`src/rtl/rtc_idx_pkg.sv`:
```
package rtc_idx_pkg;
  localparam int unsigned DW        = 8;
  localparam int unsigned IDX_W     = 4;
  localparam int unsigned NUM_STORE = 10;

  localparam logic [DW-1:0]    IDX_MAX = 8'h0D;
  localparam logic [IDX_W-1:0] REG_A   = 4'hA;
  localparam logic [IDX_W-1:0] REG_B   = 4'hB;
  localparam logic [IDX_W-1:0] REG_C   = 4'hC;

  localparam logic [DW-1:0] A_INIT = 8'h26;
  localparam logic [DW-1:0] A_UIP  = 8'h80;

  localparam int unsigned   B_PIE   = 6;
  localparam logic [DW-1:0] B_INIT  = 8'h46;
  localparam logic [DW-1:0] B_FREE  = 8'h48;   // periodic enable, square wave enable
  localparam logic [DW-1:0] B_FIXED = 8'h06;   // binary, 24-hour

  localparam int unsigned IX_SEC  = 0;
  localparam int unsigned IX_MIN  = 2;
  localparam int unsigned IX_HOUR = 4;
  localparam int unsigned IX_WDAY = 6;
  localparam int unsigned IX_MDAY = 7;
  localparam int unsigned IX_MON  = 8;
  localparam int unsigned IX_YEAR = 9;
  localparam logic [NUM_STORE-1:0] HOST_MASK = 10'b11_1101_0101;
endpackage

```
`src/rtl/rtc_idx_decode.sv`:
```
module rtc_idx_decode
  import rtc_idx_pkg::*;
(
  input  logic             clk_i,
  input  logic             rst_ni,
  input  logic             wr_i,
  input  logic [DW-1:0]    wdata_i,
  output logic [IDX_W-1:0] idx_o,
  output logic             bad_o
);
  logic [IDX_W-1:0] idx_q;

  assign bad_o = wr_i && (wdata_i > IDX_MAX);
  assign idx_o = idx_q;

  always_ff @(posedge clk_i or negedge rst_ni) begin
    if (!rst_ni)              idx_q <= '0;
    else if (wr_i && !bad_o)  idx_q <= wdata_i[IDX_W-1:0];
  end

  AST_IDX_KEEP: assert property (@(posedge clk_i) disable iff (!rst_ni)
    (wr_i && wdata_i > IDX_MAX) |=> $stable(idx_q));
  AST_IDX_BOUND: assert property (@(posedge clk_i) disable iff (!rst_ni)
    {4'h0, idx_q} <= IDX_MAX);
endmodule

```
`src/rtl/rtc_clock_store.sv`:
```
module rtc_clock_store
  import rtc_idx_pkg::*;
#(
  parameter int unsigned N = NUM_STORE
) (
  input  logic                 clk_i,
  input  logic                 rst_ni,
  input  logic                 wr_i,
  input  logic [IDX_W-1:0]     idx_i,
  input  logic [DW-1:0]        wdata_i,
  input  logic                 host_set_i,
  input  logic [N-1:0]         host_mask_i,
  input  logic [N-1:0][DW-1:0] host_bytes_i,
  output logic [DW-1:0]        rdata_o
);
  logic [N-1:0][DW-1:0] mem_q;

  for (genvar g = 0; g < N; g++) begin : g_byte
    always_ff @(posedge clk_i or negedge rst_ni) begin
      if (!rst_ni)                          mem_q[g] <= '0;
      else if (host_set_i && host_mask_i[g]) mem_q[g] <= host_bytes_i[g];
      else if (wr_i && idx_i == IDX_W'(g))  mem_q[g] <= wdata_i;
    end
  end

  always_comb begin
    rdata_o = '0;
    for (int i = 0; i < N; i++)
      if (idx_i == IDX_W'(i)) rdata_o = mem_q[i];
  end
endmodule

```
`src/rtl/rtc_periodic_timer.sv`:
```
module rtc_periodic_timer #(
  parameter int unsigned PERIOD_CYC = 1000,
  parameter bit          RUN_INIT   = 1'b1
) (
  input  logic clk_i,
  input  logic rst_ni,
  input  logic start_i,
  input  logic stop_i,
  output logic irq_o
);
  localparam int unsigned CW = $clog2(PERIOD_CYC + 1);
  localparam logic [CW-1:0] LAST = CW'(PERIOD_CYC - 1);

  logic          run_q;
  logic [CW-1:0] cnt_q;

  always_ff @(posedge clk_i or negedge rst_ni) begin
    if (!rst_ni) begin
      run_q <= RUN_INIT;
      cnt_q <= '0;
      irq_o <= 1'b0;
    end else begin
      irq_o <= run_q && !stop_i && (cnt_q == LAST);
      if (stop_i) begin
        run_q <= 1'b0;
        cnt_q <= '0;
      end else if (start_i && !run_q) begin
        run_q <= 1'b1;
        cnt_q <= '0;
      end else if (run_q) begin
        cnt_q <= (cnt_q == LAST) ? '0 : cnt_q + 1'b1;
      end
    end
  end

  AST_IRQ_SINGLE: assert property (@(posedge clk_i) disable iff (!rst_ni)
    irq_o |=> !irq_o);
  AST_IRQ_IDLE: assert property (@(posedge clk_i) disable iff (!rst_ni)
    !run_q |=> !irq_o);
  AST_IRQ_STOP: assert property (@(posedge clk_i) disable iff (!rst_ni)
    stop_i |=> !run_q && !irq_o);
endmodule

```
`src/rtl/rtc_index_regs.sv`:
```
module rtc_index_regs
  import rtc_idx_pkg::*;
#(
  parameter int unsigned PERIOD_CYC = 1000
) (
  input  logic          clk_i,
  input  logic          rst_ni,
  input  logic          addr_wr_i,
  input  logic          data_wr_i,
  input  logic          data_rd_i,
  input  logic [DW-1:0] wdata_i,
  output logic [DW-1:0] rdata_o,
  output logic          err_o,
  output logic          irq_o,
  input  logic          host_set_i,
  input  logic [DW-1:0] set_sec_i,
  input  logic [DW-1:0] set_min_i,
  input  logic [DW-1:0] set_hour_i,
  input  logic [DW-1:0] set_wday_i,
  input  logic [DW-1:0] set_mday_i,
  input  logic [DW-1:0] set_mon_i,
  input  logic [DW-1:0] set_year_i
);
  logic                         do_idx, do_wr, do_rd;
  logic [IDX_W-1:0]             idx;
  logic                         idx_bad;
  logic [DW-1:0]                st_rdata;
  logic [NUM_STORE-1:0][DW-1:0] host_bytes;
  logic                         sel_st, sel_a, sel_b, sel_cd;
  logic                         a_ok, b_ok, err_d;
  logic [DW-1:0]                stat_a, stat_b;

  // strobe priority: index > data write > data read
  assign do_idx = addr_wr_i;
  assign do_wr  = data_wr_i && !addr_wr_i;
  assign do_rd  = data_rd_i && !addr_wr_i && !data_wr_i;

  rtc_idx_decode u_idx (
    .clk_i  (clk_i),
    .rst_ni (rst_ni),
    .wr_i   (do_idx),
    .wdata_i(wdata_i),
    .idx_o  (idx),
    .bad_o  (idx_bad)
  );

  assign sel_st = idx < REG_A;
  assign sel_a  = idx == REG_A;
  assign sel_b  = idx == REG_B;
  assign sel_cd = idx >= REG_C;

  always_comb begin
    host_bytes          = '0;
    host_bytes[IX_SEC]  = set_sec_i;
    host_bytes[IX_MIN]  = set_min_i;
    host_bytes[IX_HOUR] = set_hour_i;
    host_bytes[IX_WDAY] = set_wday_i + 8'd1;
    host_bytes[IX_MDAY] = set_mday_i;
    host_bytes[IX_MON]  = set_mon_i + 8'd1;
    host_bytes[IX_YEAR] = set_year_i;
  end

  rtc_clock_store #(.N(NUM_STORE)) u_store (
    .clk_i       (clk_i),
    .rst_ni      (rst_ni),
    .wr_i        (do_wr && sel_st),
    .idx_i       (idx),
    .wdata_i     (wdata_i),
    .host_set_i  (host_set_i),
    .host_mask_i (HOST_MASK),
    .host_bytes_i(host_bytes),
    .rdata_o     (st_rdata)
  );

  assign a_ok  = wdata_i == A_INIT;
  assign b_ok  = (wdata_i & ~B_FREE) == B_FIXED;
  assign err_d = idx_bad
               | (do_wr && sel_a && !a_ok)
               | (do_wr && sel_b && !b_ok)
               | (do_wr && sel_cd);

  always_ff @(posedge clk_i or negedge rst_ni) begin
    if (!rst_ni) begin
      stat_a  <= A_INIT;
      stat_b  <= B_INIT;
      rdata_o <= '0;
      err_o   <= 1'b0;
    end else begin
      err_o <= err_d;
      if (do_wr && sel_a && a_ok)  stat_a <= A_INIT;
      else if (do_rd && sel_a)     stat_a <= stat_a ^ A_UIP;
      if (do_wr && sel_b && b_ok)  stat_b <= wdata_i;
      if (do_rd) begin
        if (sel_st)      rdata_o <= st_rdata;
        else if (sel_a)  rdata_o <= stat_a ^ A_UIP;
        else if (sel_b)  rdata_o <= stat_b;
        else             rdata_o <= '0;
      end
    end
  end

  rtc_periodic_timer #(.PERIOD_CYC(PERIOD_CYC), .RUN_INIT(B_INIT[B_PIE])) u_tmr (
    .clk_i  (clk_i),
    .rst_ni (rst_ni),
    .start_i(do_wr && sel_b && b_ok && wdata_i[B_PIE]),
    .stop_i (do_wr && sel_b && b_ok && !wdata_i[B_PIE]),
    .irq_o  (irq_o)
  );

  AST_A_UIP_FLIP: assert property (@(posedge clk_i) disable iff (!rst_ni)
    (do_rd && sel_a) |=> stat_a[7] != $past(stat_a[7]));
  AST_A_REJECT: assert property (@(posedge clk_i) disable iff (!rst_ni)
    (do_wr && sel_a && wdata_i != A_INIT) |=> $stable(stat_a) && err_o);
  AST_B_REJECT: assert property (@(posedge clk_i) disable iff (!rst_ni)
    (do_wr && sel_b && (wdata_i & ~B_FREE) != B_FIXED) |=> $stable(stat_b) && err_o);
  AST_CD_ZERO: assert property (@(posedge clk_i) disable iff (!rst_ni)
    (do_rd && sel_cd) |=> rdata_o == '0);
  AST_RD_HOLD: assert property (@(posedge clk_i) disable iff (!rst_ni)
    !do_rd |=> $stable(rdata_o));
endmodule

```
`config.mk`:
```
export PLATFORM = sky130hd
export DESIGN_NAME = rtc_index_regs
export DESIGN_NICKNAME = d
export VERILOG_FILES = /design/src/rtl/rtc_idx_pkg.sv /design/src/rtl/rtc_idx_decode.sv /design/src/rtl/rtc_clock_store.sv /design/src/rtl/rtc_periodic_timer.sv /design/src/rtl/rtc_index_regs.sv
export SDC_FILE = /design/constraint.sdc
export NUM_CORES = 1
export LEC_CHECK = 0
export BUFFER_PORTS_ARGS = -buffer_cell sky130_fd_sc_hd__buf_2
export CAP_MARGIN = 30
export CORE_MARGIN = 2
export CORE_UTILIZATION = 55
export DETAILED_ROUTE_END_ITERATION = 8
export PLACE_DENSITY = 0.81
export SYNTH_ARGS = -nofsm -noshare
export SYNTH_HDL_FRONTEND = slang
export SYNTH_SLANG_ARGS = --single-unit
```
`constraint.sdc`:
```
create_clock -name clk_i -period 1.85 [get_ports clk_i]
set_input_delay 0.185 -clock clk_i [delete_from_list [all_inputs] [get_ports clk_i]]
set_output_delay 0.185 -clock clk_i [all_outputs]
set_load 0.05 [all_outputs]
```
After elaboration in Yosys (flattened, before gate mapping)
Index checks and enable logic that the tools add are counted.
- flip-flop bits (word level): 121
- latch bits: 0
- memory bits (writable): 0
- ROM bits: 0
- input port bits: 70
- output and inout port bits: 10
- word-level logic and storage cells: 126
- memories: 0
- $add $sub $neg: 3
- multipliers: 0
- divide/modulo/power cells: 0
- $lt $le $gt $ge: 3
- equality and inequality tests: 14
- shift-type cells: 0
- multiplexer cells: 35
- bitwise gates (word level): 4
- reduce and logical (&&, ||, !) cells: 48
- operators by type and width (cell ; count):
    2-to-1 mux 8 bit ; 29
    2-to-1 mux 10 bit ; 4
    logical AND 1 bit ; 29
    nonzero test 2 bit ; 9
    adder 8 x 1 -> 8 bit (second input constant) ; 2
    == test 4 x 3 -> 1 bit (second input constant) ; 4
    == test 4 bit (second input constant) ; 4
    adder 10 x 1 -> 10 bit (second input constant) ; 1
    == test 10 bit (second input constant) ; 1
    == test 4 x 2 -> 1 bit (second input constant) ; 2
    == test 8 x 6 -> 1 bit (second input constant) ; 1
    greater-than comparator 8 x 4 -> 1 bit (second input constant) ; 1
    logical NOT 1 bit ; 8
    == test 6 x 3 -> 1 bit (second input constant) ; 1
    == test 4 x 1 -> 1 bit (second input constant) ; 1
    >= comparator 4 bit (second input constant) ; 1
    logical NOT 4 bit ; 1
    less-than comparator 4 bit (second input constant) ; 1
    bitwise OR 1 bit ; 3
    nonzero test 3 bit ; 1
    2-to-1 mux 1 bit ; 2
    NOT 1 bit ; 1

Logic depth before layout (Yosys ltp)
Gate-level depths: netlist of run 1.
- depth after elaboration: 12
- depth in mapped cells: 7
- depth with buffers taken out: 5

Hierarchy
From an unflattened synthesis of run 1, not the netlist that was laid out.
- cell total of the unflattened synthesis: 693
- area total of the unflattened synthesis: 6784.0 um^2
- by module, submodules not included (module ; instances ; cells an instance ; area an instance (um^2) ; seq. area each (um^2)):
    rtc_clock_store ; 1 ; 489 ; 4774.6 ; 2001.9
    rtc_index_regs ; 1 ; 117 ; 1149.9 ; 480.5
    rtc_periodic_timer ; 1 ; 65 ; 640.6 ; 301.5
    rtc_idx_decode ; 1 ; 22 ; 219.0 ; 100.1

Worst setup path after synthesis of run 1
Ideal clock, no wire load.
- path type: flip-flop to flip-flop
- start point: register u_tmr.cnt_q[0]
- end point: register u_tmr.cnt_q[1]
- setup time: 0.122 ns
- arrival time: 1.593 ns
- data required time: 1.728 ns
- path slack: 0.136 ns
- cell stages (with the launch flop): 6
- path buffers: 1
- clock period less this slack: 1.714 ns
- cell sequence: dfrtp_1 -> ha_1 -> and2_1 -> or4bb_1 -> clkbuf_1 -> a32o_1
- longest elaborated chain between the ends: 5
- elaborated cells between the ends (all ways): 6
- those cells by class: 1 x add/sub; 1 x eq/ne; 4 x mux
- ends and longest elaborated chain (what ; line ; RTL):
    from (decl) ; rtc_periodic_timer.sv:15 ; logic [CW-1:0] cnt_q;
    from (signal assigned) ; rtc_periodic_timer.sv:31 ; cnt_q <= (cnt_q == LAST) ? '0 : cnt_q + 1'b1;
    adder 10 x 1 -> 10 bit or == test 10 bit (tied branches) ; rtc_periodic_timer.sv:31 ;
    2-to-1 mux 10 bit * ; rtc_periodic_timer.sv:31 ;
    2-to-1 mux 10 bit * ; rtc_periodic_timer.sv:30 ; end else if (run_q) begin
    2-to-1 mux 10 bit * ; rtc_periodic_timer.sv:27 ; end else if (start_i && !run_q) begin
    2-to-1 mux 10 bit * ; rtc_periodic_timer.sv:24 ; if (stop_i) begin
Mark *: on every way between the ends. The rest lies on a longest branch, timed or not. The select of a mux whose other input is x is not followed.
A chain may end at the register's enable or synchronous reset.

Worst setup path after layout of run 1
- start point: register u_tmr.cnt_q[0]
- end point: register u_tmr.cnt_q[7]
The elaborated chain is that of the path after synthesis.

==> metrics.txt, run 1 <==
Worst Skew about 0.014 ns; Synth Area in Simple Gates between 15 and 20%; final WL 17.92 mm; Final Hold Fails 0; Synth Net Count 683; Starting Density around 56%; outcome finished, final reports clean; port bufs 79; initial antenna violation count 0; Syn Area/Cell 10.38 um^2; Reg2Reg Depth 5; Async SR Flop Fraction 100.0%; height of the die 111.3 um; final net count 816; Die ar. 12390 um^2; I/O pins 80; critical path required time approximately 2.1 ns; top-area cell type share of the netlist area between 40% and 50%; Area Overhead vs Synth 26.96%; flops & latches, synth 115; Placer Congestion 0.9259; Pre-Repair DR Iteration Count 5; Tightest Pin Transition 0.5094 ns; XOR/XNOR Fraction of Synth Area 1.798%; Core Region 11320 um^2; WL/cell 20.02 um; pin count of the biggest net entering global routing between 100 and 150; Final Max Slew Viols 0; P per Cell Area between 1000 and 1500 nW/um^2; unrepaired setup endpoints after global routing no; fillers 840; Ant. Diodes 0; Max transition margin between 60% and 70%; post-layout minimum cycle time 1.773 ns; fmax 563.9 MHz; Min-Delay Path Depth 3; Synth Cell Area 6331 um^2; critical path's largest stage delay 0.53 ns; top-count cell post-synth dfrtp_1; clk buf depth 2; Slowest cell on crit path or4bb_4; first-pass GRT wire length 28.81 mm; YS warnings 0; area fraction in compound gates after synthesis a little under an eighth; cell count after synthesis 610; Tightest Hold Check Type in2reg; fin crit share 95.85%; worst path cell trace ha_1, and2_1, or4bb_4, o21ai_0, o211ai_1; CTS sink count 115; Worst Path Class, Setup reg2reg; Residual DRC 0; Final TNS setup 0 ns; TritonCTS clock tree done; ys flop type dfrtp_1; clk_lat worst skew 0.42 ns; Die X ~110 um; number of synthesized flops with an enable pin 0; Detail Route Antenna Nets 0; initial drt markers 549; gr usage total 30.05%; share of cells above drive strength 1 28.59%; Leakage approximately 0.004 uW; post-synthesis mux area share 20.36%; Max Cap Viol 0; Overflow after GRT 0; synth cell count leaders dfrtp_1 (110), mux2i_1 (77), nand2_1 (69); sequential fraction of the synthesis area between 40% and 50%; final setup vio count 0; CTS H-tree depth 4; HPWL after DPL around 12 mm; vias in the first global route 5500; Synth area leaders dfrtp_1 (43%), mux2i_1 (12%), mux2_2 (5.3%); Vias/cell 6.075; largest family of logic cells by synthesized area multiplexers; worst endpoint data arrival time 2.05 ns; adder-cell area share of the yosys netlist 0.5929%; Critical Path End Type flop; DR vias 5437; Overall Power 8597 uW; Rows 39; critical path fanouts, max 9; cts bufs inserted 17; Max VDD drop between 0.001 and 0.0015 V; leading area contributor after synthesis dfrtp_1; clk root buf clkbuf_16; clk slew on worst S/H paths about 0.050 ns; critical path launch point type flop; Synth cell types 64
-- power breakdown --
group          switching, uW  leakage, uW  internal (uW)  total, uW
clock                   1110     0.000268           2010       3120
combinational           1220      0.00228           1000       2220
sequential               311      0.00140           2950       3260
total                   2640      0.00395           5960       8600
-- final timing paths --
| check | from | end | slack (ns) |
|---|---|---|---|
| setup / recovery | u_tmr.cnt_q[0]$_DFFE_PN0P_ | u_tmr.cnt_q[7]$_DFFE_PN0P_ | 0.08 |
| hold / removal | set_mday_i[6] | u_store.mem_q[62]$_DFFE_PN0P_ | 0.005 |
| setup reg to reg | u_tmr.cnt_q[0]$_DFFE_PN0P_ | u_tmr.cnt_q[7]$_DFFE_PN0P_ | 0.08 |
| hold reg to reg | stat_b[7]$_DFFE_PN0P_ | stat_b[7]$_DFFE_PN0P_ | 0.47 |
| max in group asynchronous | rst_ni | u_idx.idx_o[2]$_DFFE_PN0P_ | 1.10 |
| min in group asynchronous | rst_ni | u_tmr.cnt_q[1]$_DFFE_PN0P_ | 0.18 |
-- per-layer routing --
layer	up-vias	GRT usage, %	share of wire [%]
li1	2479	-	-
met4	0	8.642	2.0
met1	2665	40.73	43
met2	262	48.74	48
met5	-	0	0
met3	31	6.998	7.0
-- sequential cells by signal, indices dropped and copies added (netlist names) --
register       cells
u_tmr.irq_o        1
u_tmr.run_q        1
rdata_o            8
stat_b             8
u_store.mem_q     80
u_idx.idx_o        4
u_tmr.cnt_q       10
err_o              1
stat_a             2
-- metrics by stage --
step	util, %	cell area [um^2]	cells	hold WS [ns]	setup WS (ns)
floorplan	-	6331	610	-0.1106	0.1355
global placement	62.65	7093	830	0.05941	0.08293
detailed placement	62.65	7093	830	0.05796	-0.01043
CTS	70.70	8004	894	0.003560	0.05662
global route	71.00	8038	895	0.02199	0.0008782
finish	71.00	8038	895	0.004788	0.07672
-- critical path, delay by kind of cell, from the launching register on --
family,cells,cell delay [ns]
and+or+nand+nor,2,0.70
adders and majority gates,1,0.19
AOI/OAI and AO/OA,2,0.35
DFF,1,0.39
-- what timing repair did --
action,in CTS,in global routing
buffers inserted,0,0
endpoints found under the hold margin,148,0
cloned,0,1
endpoints found under the setup margin,2,18
pin swaps,0,2
hold buffers,36,0
gates resized for setup,1,6
-- cells by family after synthesis --
logic type	after synthesis
simple gates	187
compound gates	123
mux	115
flops	115
buf+inv	54
xor+xnor	13
fa+ha+maj	3
-- cell usage in the layout, fill, tap and decap left out, types with 4 or more instances in the layout --
cell type / Yosys / routed
dfrtp_1: 110 / 107
mux2i_1: 77 / 77
and3_1: 8 / 8
buf_4: 3 / 38
buf_12: 0 / 6
dfstp_2: 5 / 5
nor2b_1: 8 / 7
nor2_1: 17 / 17
inv_1: 9 / 9
o211ai_1: 7 / 7
nand2_2: 7 / 7
nand3_1: 23 / 23
nor4_1: 4 / 4
clkbuf_16: 0 / 17
o21ai_1: 6 / 6
nand3b_1: 5 / 5
a21oi_1: 9 / 9
a31oi_1: 12 / 12
xor2_1: 11 / 11
mux2_2: 30 / 30
o21ai_0: 65 / 65
a211oi_1: 4 / 4
nor3_1: 7 / 7
mux4_2: 8 / 8
and2_1: 7 / 6
buf_2: 8 / 78
nand2b_1: 7 / 7
dlygate4sd3_1: 0 / 36
nand2_1: 69 / 69
-- final cells by class --
| class | count | area (um^2) | share of cell area [%] |
|---|---|---|---|
| Multi-Input combinational cell | 442 | 3234 | 40.24 |
| Clock buffer | 22 | 464.2 | 5.775 |
| Tap cell | 143 | 178.9 | 2.226 |
| Timing Repair Buffer | 158 | 1156 | 14.38 |
| Sequential cell | 115 | 2888 | 35.93 |
| Clock inverter | 6 | 82.58 | 1.027 |
| Inverter | 9 | 33.78 | 0.4203 |
Power figures use the tool's default switching activity.
==> run 2, diff against run 1 <==
REMOVE_ABC_BUFFERS = 1   (was unset)
==> run 2 against run 1 <==
  * Register-to-register slack got worse by 0.07 ns
  * Global-route usage increased by 0.97 points
  * Utilization increased by 0.50 points
  * Sequential power about the same
  * Fmax decreased by 3.7%
  * Die area unchanged
  * Total power increased by 1.9%
  * Combinational power about the same
  * Via count about the same
  * Clock power increased by 4%
  * Sequential share of layout area decreased by 0.27 points
  * Largest power group unchanged
==> metrics.txt, run 2 (same netlist as run 1, synthesis figures left out) <==
outcome finished, final reports clean; Ant. Diodes 0 (unchanged); Leakage 0.003972 uW (+0.61%); CTS sink count 115 (unchanged); pin count of the biggest net entering global routing 105 (unchanged); initial antenna violation count 0 (unchanged); fmax 543.3 MHz (-3.7%); HPWL after DPL 11.98 mm (+1.8%); Die ar. 12390 um^2 (unchanged); vias in the first global route 5669 (+3.1%); critical path fanouts, max 9 (unchanged); commonest non-fill, non-tap cell in the layout dfrtp_1; Max transition margin 67.03% (+0.99 points); CTS H-tree depth 4 (unchanged); Vias/cell 6.027 (-0.79%); WL/cell 20.35 um (+1.7%); Max Cap Viol 0 (unchanged); clk_lat worst skew 0.43 ns (about the same); Top reg by flops u_store.mem_q; post-layout minimum cycle time 1.841 ns (+0.06727 ns); Crit path top cell by count buf_6; Tightest Pin Transition 0.4925 ns (-0.01698 ns); DR vias 5436 (-0.018%); clk buf depth 2 (unchanged); TritonCTS clock tree done; Worst Path Class, Setup reg2reg; clk root buf clkbuf_16; clk slew on worst S/H paths 0.06 ns (about the same); Starting Density 55.92% (unchanged); Final Hold Fails 0 (unchanged); critical path launch point type flop; Stages on worst setup path 6 (+1); Reg2Reg Depth 6 (+1); Overflow after GRT 0 (unchanged); Detail Route Antenna Nets 0 (unchanged); Tightest Hold Check Type in2reg; final net count 819 (+0.37%); post-route insts no fill 902 (+0.78%); biggest regs u_store.mem_q: 80 flops, u_tmr.cnt_q: 10 flops; Pre-Repair DR Iteration Count 6 (+1); Bufs and invs on worst path 2 (+2); final worst slack 0.009450 ns (-0.06727 ns); fin crit share 99.49% (+3.6 points); worst path cell trace buf_6, buf_6, mux2i_2, o21ai_0, o211ai_1, a21oi_1; Post-Place Cells 830 (unchanged); Max VDD drop 0.0007861 V (-28%); Area Overhead vs Synth 27.85%; unrepaired setup endpoints after global routing yes; Placer Congestion 0.9444 (+2.0%); Die X 111.3 um (unchanged); hold_ws 0.01668 ns (+0.01189 ns); first-pass GRT wire length 29.55 mm (+2.5%); share of cells above drive strength 1 29.12% (+0.53 points); P per Cell Area 1082 nW/um^2 (+1.1%); port bufs 79 (unchanged); Overall Power 8756 uW (+1.9%); most frequent cells in the layout dfrtp_1 (108), buf_2 (78), mux2i_1 (76); Min-Delay Path Depth 3 (unchanged); Rows 39 (unchanged); final WL 18.36 mm (+2.5%); Layout Utilization 71.50% (+0.50 points); family with the most delay on the worst path compound AO/OA/AOI/OAI gates; Slowest cell on crit path dfrtp_2; Final Max Slew Viols 0 (unchanged); initial drt markers 365 (-34%); max reg flops 80 (unchanged); worst endpoint data arrival time 2.12 ns (+0.07 ns); critical path's largest stage delay 0.42 ns (-0.11 ns); I/O pins 80 (unchanged); final setup vio count 0 (unchanged); Worst Skew 0.009502 ns (-0.004433 ns); Residual DRC 0 (unchanged); cts bufs inserted 17 (unchanged); Core Region 11320 um^2 (unchanged); Critical Path End Type flop; critical path required time 2.13 ns (about the same); post-place setup slack -0.01229 ns (-0.001858 ns); height of the die 111.3 um (unchanged); gr usage total 31.03% (+0.97 points)
## run 2: changes by cell type in the layout (fill, tap and decap cells not counted), moves of 2 or more
cell,delta
buf_12,-2
buf_6,+2
dlygate4sd3_1,+3
clkinvlp_4,+2
## run 2: what timing repair did
| item | 4_1_cts | 5_1_grt |
|---|---|---|
| endpoints found under the hold margin | 58 | 0 |
| gates resized for setup | 1 | 10 |
| endpoints found under the setup margin | 1 | 17 |
| hold buffers | 39 | 0 |
| buffers inserted | 0 | 1 |
| pin swaps | 0 | 2 |
## run 2: cell type report
type	count	area [um^2]
sequential	115	2887
tap	143	178.9
inverter	9	33.78
fill	819	3227
multi-input combinational	441	3234
clock inverter	9	106.4
timing repair buffer	162	1176
clock buffer	23	478.0
## run 2: tightest hold or removal path: stages
cell and delay, ns:
buf_2 0.08, nand2_1 0.06, o21ai_0 0.07
## run 2: final timing paths
| kind | start | endpoint | slack (ns) |
|---|---|---|---|
| worst max-delay path | u_idx.idx_o[0]$_DFFE_PN0P_ | rdata_o[4]$_DFFE_PN0P_ | 0.009 |
| worst min-delay path | set_min_i[0] | u_store.mem_q[16]$_DFFE_PN0P_ | 0.02 |
| worst max register to register | u_idx.idx_o[0]$_DFFE_PN0P_ | rdata_o[4]$_DFFE_PN0P_ | 0.009 |
| worst min register to register | stat_b[7]$_DFFE_PN0P_ | stat_b[7]$_DFFE_PN0P_ | 0.48 |
| max in group asynchronous | rst_ni | u_store.mem_q[76]$_DFFE_PN0P_ | 0.98 |
| min in group asynchronous | rst_ni | u_tmr.cnt_q[6]$_DFFE_PN0P_ | 0.21 |
## run 2: through the flow
stage	TNS [ns]	instance area [um^2]
2_1_floorplan	-49.17	6117
3_3_place_gp	0	7068
3_5_place_dp	-0.01229	7068
4_1_cts	0	8046
5_1_grt	-0.02208	8094
6_report	0	8094
## run 2: where the power goes
group	internal, uW	total, uW	switching, uW
Combinational	1000	2250	1250
Sequential	2940	3260	316
Clock	2080	3250	1170
Total	6030	8760	2730
## run 2: metal layers
metal | vias to the layer above | wire [um] | GRT usage (%) | part of all wire [%]
met2 | 245 | 8759 | 49.96 | 48
met1 | 2657 | 7552 | 39.25 | 41
li1 | 2480 | - | - | -
met4 | 0 | 727 | 12.76 | 4.0
met3 | 54 | 1318 | 9.404 | 7.2
met5 | - | 0 | 0 | 0
==> run 3, diff against run 2 <==
CORE_UTILIZATION = 53   (was 55)
GPL_TIMING_DRIVEN = 0   (was unset)
PLACE_DENSITY = 0.82   (was 0.81)
clock period = 1.5 ns   (was 1.85 ns; I/O delays follow)
==> run 3 against run 2 <==
  * The flow now finishes with violations (negative setup slack)
  * Clock power up 19%
  * Non-clock buffer count rose by 24
  * Utilization is 6.2 points higher
  * Via count increased by 14%
  * Sequential cell count unchanged
  * Critical endpoint is now rdata_o[7]$_DFFE_PN0P_
  * Largest power group unchanged
  * Highest routed layer unchanged
==> metrics.txt, run 3 (same netlist as run 1, synthesis figures left out) <==
outcome complete, but fails checks; failing checks negative setup slack; vias in the first global route 5793 (+2.2%); cts bufs inserted 17 (unchanged); initial antenna violation count 0 (unchanged); critical path fanouts, max 6 (-3); clk buf depth 2 (unchanged); Final Hold Fails 0 (unchanged); Die ar. 12840 um^2 (+3.6%); Detail Route Antenna Nets 0 (unchanged); port bufs 79 (unchanged); fin crit share 120.7% (+21 points); final worst slack -0.3104 ns (-0.3198 ns); Reg-to-Reg Start u_idx.idx_o[0]$_DFFE_PN0P_; clk root buf clkbuf_16; Rows 39 (unchanged); commonest non-fill, non-tap cell in the layout dfrtp_1; worst endpoint data arrival time 2.12 ns (about the same); Tightest Pin Transition 1.061 ns (+0.5686 ns); post-place setup slack -0.7805 ns (-0.7682 ns); share of cells above drive strength 1 37.20% (+8.1 points); Max VDD drop 0.001038 V (+32%); fillers 628 (-23%); critical path launch point type flop; DR vias 6221 (+14%); WL/cell 24.65 um (+21%); critical path required time 1.81 ns (-0.32 ns); Max transition margin 29.26% (-38 points); Area Overhead vs Synth 41.34%; Final TNS setup -18.78 ns (-18.78 ns); post-layout minimum cycle time 1.810 ns (-0.03018 ns); Pre-Repair DR Iteration Count 7 (+1); P per Cell Area 1345 nW/um^2 (+24%); I/O pins 80 (unchanged); Reg2Reg Depth 5 (-1); Residual DRC 0 (unchanged); final net count 845 (+3.2%); first-pass GRT wire length 30.60 mm (+3.6%); Overflow after GRT 0 (unchanged); Placer Congestion 0.9122 (-3.4%); Min-Delay Path Depth 3 (unchanged); CTS sink count 115 (unchanged); HPWL after DPL 10.52 mm (-12%); initial drt markers 924 (+150%); Leakage 0.004204 uW (+5.8%); final WL 22.88 mm (+25%); Critical Path End Type flop; CTS H-tree depth 4 (unchanged); TritonCTS clock tree done; worst hold path startpoint set_mday_i[7]; clk slew on worst S/H paths 0.06 ns (about the same); hold path endpoint u_store.mem_q[63]$_DFFE_PN0P_; Core Region 11520 um^2 (+1.7%); R2R setup slack -0.31 ns (-0.32 ns); fmax 552.4 MHz (+1.7%); final setup vio count 108 (+108); height of the die 113.3 um (+1.8%); FF-to-FF End rdata_o[7]$_DFFE_PN0P_; Worst Path Class, Setup reg2reg; biggest regs u_store.mem_q: 80 flops, u_tmr.cnt_q: 10 flops; Final Max Slew Viols 0 (unchanged); Die X 113.3 um (+1.8%); Worst Skew 0.009696 ns (+0.0001937 ns); Starting Density 54.98% (-0.95 points); most frequent cells in the layout dfrtp_1 (106), buf_2 (77), mux2i_1 (71); Max Cap Viol 0 (unchanged); Ant. Diodes 0 (unchanged); Top reg by flops u_store.mem_q; pin count of the biggest net entering global routing 105 (unchanged); Vias/cell 6.704 (+11%); clk_lat worst skew 0.43 ns (about the same); unrepaired setup endpoints after global routing yes; Tightest Hold Check Type in2reg; gr usage total 31.36% (+0.34 points); Overall Power 12030 uW (+37%); max reg flops 80 (unchanged)
[run 3: per-stage QoR]
stage / area (um^2) / std cells / hold WS [ns] / util, %
finish: 8949 / 928 / 0.04307 / 77.71
global route: 8949 / 928 / 0.02436 / 77.71
CTS: 8337 / 891 / 0.006542 / 72.39
detailed placement: 6746 / 789 / 0.2455 / 58.58
global placement: 6691 / 787 / 0.3560 / 58.11
floorplan: 6117 / 565 / -0.1456 / -
[run 3: area by class of cell]
class | instances | area, um^2 | area share [%]
inverter | 9 | 41.29 | 0.4614
clock buffer | 22 | 494.2 | 5.523
sequential | 115 | 2894 | 32.34
clock inverter | 10 | 75.07 | 0.8389
timing repair buffer | 186 | 1554 | 17.37
tap | 143 | 178.9 | 1.999
multi-input combinational | 443 | 3711 | 41.47
[run 3: worst max path at each step]
stage,from,end,depth (start not counted)
6_report,u_idx.idx_o[0]$_DFFE_PN0P_,rdata_o[7]$_DFFE_PN0P_,5
5_1_grt,u_idx.idx_o[0]$_DFFE_PN0P_,rdata_o[7]$_DFFE_PN0P_,5
4_1_cts,u_idx.idx_o[0]$_DFFE_PN0P_,rdata_o[7]$_DFFE_PN0P_,5
3_5_place_dp,u_idx.idx_o[1]$_DFFE_PN0P_,u_store.mem_q[28]$_DFFE_PN0P_,3
3_3_place_gp,u_idx.idx_o[0]$_DFFE_PN0P_,rdata_o[6]$_DFFE_PN0P_,4
2_1_floorplan,u_idx.idx_o[0]$_DFFE_PN0P_,rdata_o[7]$_DFFE_PN0P_,4
[run 3: routing by layer]
| metal | wire length [um] | GRT usage [%] | share of wire, % |
|---|---|---|---|
| met1 | 8257 | 39.26 | 36 |
| met4 | 1659 | 17.64 | 7.3 |
| met2 | 10630 | 49.22 | 46 |
| met5 | 0 | 0 | 0 |
| met3 | 2331 | 8.731 | 10 |
[run 3: worst max-delay path, cell delays in order, from the launching register on]
cell and delay [ns]:
dfrtp_2 0.44, buf_4 0.15, mux4_2 0.54, o2bb2ai_4 0.17, a2111oi_4 0.29, nor3_1 0.08
[run 3: power breakdown]
| part | internal (uW) | total, uW | leakage (uW) | switching [uW] |
|---|---|---|---|---|
| sequential | 3640 | 4090 | 0.00140 | 453 |
| clock | 2330 | 3860 | 0.000271 | 1530 |
| combinational | 1870 | 4080 | 0.00253 | 2210 |
[run 3: what timing repair did]
| action | CTS | global route |
|---|---|---|
| buffers inserted | 25 | 36 |
| endpoints found under the hold margin | 93 | 0 |
| hold buffers | 42 | 0 |
| pin swaps | 23 | 23 |
| gates resized for setup | 102 | 77 |
| endpoints found under the setup margin | 111 | 109 |
| gates cloned | 3 | 2 |
